**src/rtl/tx_ring_walker.sv**
```systemverilog
module tx_ring_walker #(
  parameter int DIDX_W = 4,
  parameter int LEN_W  = 16,
  parameter int PTR_W  = 32,
  parameter int POLL_W = 16,
  localparam int DESC_W = 16 + LEN_W + PTR_W
) (
  input  logic              clk,
  input  logic              rst_n,
  input  logic              enable,
  input  logic [DIDX_W-1:0] ring_base,
  input  logic [POLL_W-1:0] poll_gap,
  output logic              desc_rd_en,
  output logic [DIDX_W-1:0] desc_rd_idx,
  input  logic [DESC_W-1:0] desc_rd_word,
  output logic              desc_wr_en,
  output logic [DIDX_W-1:0] desc_wr_idx,
  output logic [15:0]       desc_wr_status,
  output logic              buf_rd_en,
  output logic [PTR_W-1:0]  buf_rd_addr,
  input  logic [7:0]        buf_rd_byte,
  output logic              out_valid,
  output logic [7:0]        out_data,
  output logic              out_sof,
  output logic              out_eof,
  input  logic              out_ready
);
  localparam int RDY  = 15;
  localparam int LAST = 13;
  localparam int CONT = 12;

  typedef enum logic [2:0] {S_IDLE, S_WAIT, S_POLL, S_RD, S_CAP, S_SEND, S_DONE} st_t;

  st_t               st;
  logic              running, first_q, err_q;
  logic [DIDX_W-1:0] cur, base_q;
  logic [15:0]       stat_q;
  logic [PTR_W-1:0]  ptr_q;
  logic [LEN_W-1:0]  left;
  logic [POLL_W-1:0] poll_cnt;
  logic [7:0]        obyte;

  wire [15:0]       d_stat = desc_rd_word[DESC_W-1 -: 16];
  wire [LEN_W-1:0]  d_len  = desc_rd_word[PTR_W +: LEN_W];
  wire [PTR_W-1:0]  d_ptr  = desc_rd_word[PTR_W-1:0];
  wire              handoff = !stat_q[CONT] || err_q;
  wire              last_byte = (left == LEN_W'(1));

  always_ff @(posedge clk) begin
    if (!rst_n) begin
      st       <= S_IDLE;
      running  <= 1'b0;
      first_q  <= 1'b0;
      err_q    <= 1'b0;
      cur      <= '0;
      base_q   <= '0;
      stat_q   <= '0;
      ptr_q    <= '0;
      left     <= '0;
      poll_cnt <= '0;
      obyte    <= '0;
    end else begin
      case (st)
        S_IDLE: begin
          if (!enable || !running) begin
            running <= enable;
            cur     <= ring_base;
            base_q  <= ring_base;
          end else begin
            st <= S_WAIT;
          end
        end
        S_WAIT: begin
          stat_q  <= d_stat;
          ptr_q   <= d_ptr;
          left    <= d_len;
          first_q <= 1'b1;
          err_q   <= (d_len == '0);
          if (!enable)            st <= S_IDLE;
          else if (!d_stat[RDY]) begin
            poll_cnt <= poll_gap;
            st       <= S_POLL;
          end
          else if (d_len == '0)   st <= S_DONE;
          else                    st <= S_RD;
        end
        S_POLL: begin
          if (!enable || poll_cnt == '0) st <= S_IDLE;
          else poll_cnt <= poll_cnt - 1'b1;
        end
        S_RD: st <= S_CAP;
        S_CAP: begin
          obyte <= buf_rd_byte;
          st    <= S_SEND;
        end
        S_SEND: begin
          if (out_ready) begin
            first_q <= 1'b0;
            left    <= left - 1'b1;
            ptr_q   <= ptr_q + 1'b1;
            st      <= last_byte ? S_DONE : S_RD;
          end
        end
        S_DONE: begin
          if (handoff) cur <= stat_q[LAST] ? base_q : cur + 1'b1;
          st <= S_IDLE;
        end
        default: st <= S_IDLE;
      endcase
    end
  end

  assign desc_rd_en     = (st == S_IDLE) && enable && running;
  assign desc_rd_idx    = cur;
  assign desc_wr_en     = (st == S_DONE) && handoff;
  assign desc_wr_idx    = cur;
  assign desc_wr_status = {1'b0, stat_q[14:0]};
  assign buf_rd_en      = (st == S_RD);
  assign buf_rd_addr    = ptr_q;
  assign out_valid      = (st == S_SEND);
  assign out_data       = obyte;
  assign out_sof        = out_valid && first_q;
  assign out_eof        = out_valid && last_byte;
endmodule

```
**config.mk**
```make
export PLATFORM = sky130hd
export DESIGN_NAME = tx_ring_walker
export DESIGN_NICKNAME = d
export VERILOG_FILES = /design/src/rtl/tx_ring_walker.sv
export SDC_FILE = /design/constraint.sdc
export NUM_CORES = 1
export LEC_CHECK = 0
export BUFFER_PORTS_ARGS = -buffer_cell sky130_fd_sc_hd__buf_2
export CAP_MARGIN = 20
export CORE_ASPECT_RATIO = 0.8
export CORE_MARGIN = 4
export CORE_UTILIZATION = 35
export CTS_CLUSTER_SIZE = 8
export DETAILED_ROUTE_END_ITERATION = 8
export GPL_TIMING_DRIVEN = 0
export MAX_ROUTING_LAYER = met4
export SLEW_MARGIN = 20
export SYNTH_ARGS = -nofsm -noshare
export SYNTH_HDL_FRONTEND = slang
export SYNTH_SLANG_ARGS = --single-unit
```
**constraint.sdc**
```tcl
create_clock -name clk -period 2.2 [get_ports clk]
set_clock_uncertainty 0.2 [all_clocks]
set_input_delay 0.11 -clock clk [delete_from_list [all_inputs] [get_ports clk]]
set_output_delay 0.11 -clock clk [all_outputs]
set_load 0.01 [all_outputs]
```
==> impl_metrics.json <==
{
  "ant_nets": 0,
  "hold_ws_ns": 0.0149,
  "rsz0062_at_grt": "yes",
  "postPlaceCellArea_um2": 6820,
  "finalCritPeriodShare_pct": 98.8,
  "routed-wl-met2_mm": 9.80,
  "p_leak_nw": 3.51,
  "num_antenna_cells": 0,
  "cts_buffers": 9,
  "slew_violations": 0,
  "outcome": "finished clean",
  "clock_sinks": 101,
  "reg2reg_to": "buf_rd_addr[20]",
  "startpoint_type": "flop",
  "worstReg2RegStart": "buf_rd_addr[13]",
  "synth_ff_type": "dfxtp_1",
  "top_layer": "met4",
  "syn_area_um2": 5720,
  "root_buffer": "clkbuf_16",
  "drv_cap": 0,
  "hold_viol_final": 0,
  "synthArstFlopShare_pct": 0,
  "grt_pass1_wl_mm": 35.1,
  "firstDrtPassIters": 5,
  "htree_levels": 3,
  "start_util_pct": 36.0,
  "area_delta_synth_final_pct": 46.9,
  "yosysWarnings": 0,
  "drive_gt1_share_pct": 28.8,
  "dr_wl_met3_mm": 1.91,
  "fin_util_pct": 52.9,
  "die_h_um": 122,
  "ys_top_cells_by_area": "dfxtp_1 35%, a21oi_1 7.3%, nand2_1 7.2%",
  "synth_edf_count": 0,
  "drt-initial-drc-count": 563,
  "synth_top_family_by_area": "simple AND/OR/NAND/NOR gates",
  "synth-simple-area-share_pct": 27.6,
  "drt-met1-wl_mm": 10.7,
  "critical_path_class": "flop to primary output",
  "cts_tree": "built",
  "synth-compound-area-share_pct": 26.5,
  "route.detailed.drc": 0,
  "rows": 41,
  "clock_latency_ns": 0.36,
  "postSynthCellCount": 754,
  "synth.distinct_cells": 72,
  "max_freq_mhz": 460,
  "setup_tns_ns": 0,
  "ff2ff_path_depth": 6,
  "relSlewSlack_pct": 40.5,
  "coreArea_um2": 15900,
  "syn_nets": 856,
  "vias": 6849,
  "worst_ep_arrival_time_ns": 1.86,
  "antenna_found_initial": 0,
  "cp-endpoint": "out_eof",
  "final_cells": 1248,
  "synth_fa_ha_area_share_pct": 1.31,
  "vias_per_cell": 5.49,
  "track_usage_pct": 24.8,
  "synth-seq-area-share_pct": 35.3,
  "cp_max_fo": 10,
  "die_area_um2": 18500,
  "grt-ovfl-total": 0,
  "fin_crit_ns": 2.17,
  "worst_pin_slew_ns": 0.892,
  "finalSetupViolCount": 0,
  "hp-class": "input port to flop",
  "placedCellCount": 1133,
  "wl_per_cell_um": 18.4,
  "yosys.area.top_type_share_pct": 35.3,
  "fin_nets": 1130,
  "cp-end-kind": "primary output",
  "synth_area_leader_cell": "dfxtp_1",
  "crit_required_ns": 1.89,
  "die_width_um": 151,
  "peakVddDrop_mv": 0.332,
  "path_clk_slew_ns": 0.07,
  "ys_seq_elements": 101,
  "synth_mux_area_share_pct": 3.32,
  "r2r_slack_ns": 0.04,
  "grt_pass1_vias": 6508,
  "cts_max_path_buffers": 2,
  "crit_start": "st[1]",
  "place.port_buffers": 164,
  "avgSynthCellArea_um2": 7.59,
  "finalInstanceArea_um2": 8410,
  "synth_xor_xnor_area_share_pct": 0.306,
  "grt_max_degree": 18,
  "io_pins": 166,
  "dp_hpwl_mm": 15.7,
  "pwr_density_cell_nw_per_um2": 531,
  "totalWireLength_mm": 22.9,
  "gp_congestion": 0.911
}
==> cells by family (layout without fill, tap and decap cells) <==
group | count (synthesis) | in the layout
AO/OA/AOI/OAI | 240 | 240
flip-flops | 101 | 101
adder cells (fa/ha/maj) | 6 | 6
multiplexers | 19 | 19
buffers and inverters | 74 | 353
other | 1 | 1
XOR/XNOR | 2 | 2
AND/OR/NAND/NOR | 311 | 311
==> routing by layer <==
metal / global-route usage, % / vias to the layer above
met3: 5.06 / 42
met2: 35.5 / 303
met1: 35.2 / 3182
met4: 7.42 / 0
met5: - / -
li1: - / 3322
==> cell type report <==
| cell class | count | area [µm²] |
|---|---|---|
| Fill cell | 1579 | 7500 |
| Multi-Input combinational cell | 579 | 3570 |
| Sequential cell | 101 | 2060 |
| Timing Repair Buffer | 269 | 1820 |
| Buffer | 55 | 312 |
| Tap cell | 215 | 269 |
| Clock buffer | 9 | 225 |
| Clock inverter | 7 | 98.8 |
| Inverter | 13 | 48.8 |
==> repair_timing <==
action | CTS | global route
hold buffers | 85 | 0
pin swaps | 3 | 10
setup buffers | 4 | 16
setup endpoints to repair | 85 | 75
hold endpoints to repair | 90 | 0
gates resized for setup | 50 | 52
==> cell usage in the layout (no fill, tap or decap), types with 9 or more instances in the layout <==
cell and n:
dlygate4sd3_1 85, nand3_1 17, and2_1 10, a21oi_1 82, nor2_1 59, buf_2 174
dfxtp_1 86, inv_1 11, clkbuf_2 11, a22oi_1 18, nand4_1 13, a211oi_1 11
clkbuf_16 9, o211ai_1 10, buf_4 30, nor3_1 23, nor4_1 11, clkbuf_1 18
nand2_1 106, o21ai_0 42, mux2i_1 19
==> metrics by stage <==
| step | power, mW | setup slack (ns) |
|---|---|---|
| 2_1_floorplan | 2.29 | 0.0247 |
| 3_3_place_gp | 2.55 | -0.420 |
| 3_5_place_dp | 2.55 | -0.466 |
| 4_1_cts | 4.44 | 0.00127 |
| 5_1_grt | 4.63 | -0.0678 |
| 6_report | 4.46 | 0.0269 |
==> synth_stat cells (all sizes together) (6+ instances only) <==
cell,count
mux2i,19
a22oi,18
nor4,18
and4,8
nand2,109
a31oi,8
buf,21
nor2,61
nand3,19
ha,6
nand4,14
clkbuf,40
o31ai,6
dfxtp,101
o21ai,48
a211oi,11
a21o,6
or3,9
inv,13
nor3,27
a21oi,83
o211ai,10
and3,11
o22ai,7
and2,11
==> power by group <==
| part | internal [mW] | switching (mW) | total, mW |
|---|---|---|---|
| Combinational | 0.365 | 0.374 | 0.739 |
| Sequential | 1.88 | 0.0704 | 1.95 |
| Clock | 1.00 | 0.769 | 1.77 |
| Total | 3.25 | 1.21 | 4.46 |
==> registers in the layout, summed over array words and instances (netlist names), 3 cells and up <==
name         cells
base_q           4
buf_rd_addr     32
desc_rd_idx      4
left            16
out_data         8
poll_cnt        16
st               3
stat_q          15
==> worst max-delay path, stage by stage (launching register included) <==
cell and delay (ns):
dfxtp_2 0.34, clkbuf_8 0.16, nand3b_1 0.21, inv_1 0.13
buf_6 0.18, buf_12 0.15, and3_1 0.18, buf_2 0.15
==> worst min-delay path by stage <==
stage                     startpoint      endpoint  slack (ns)  cells after the start
floorplan             buf_rd_byte[0]   out_data[0]        0.05                      2
global placement    desc_rd_word[54]     stat_q[6]        0.15                      3
detailed placement  desc_rd_word[53]     stat_q[5]        0.16                      3
CTS                 desc_rd_word[63]         st[0]       0.006                      4
global route            poll_gap[10]  poll_cnt[10]        0.04                      4
finish                  poll_gap[10]  poll_cnt[10]        0.01                      4
(Power assumes the default switching activity.)
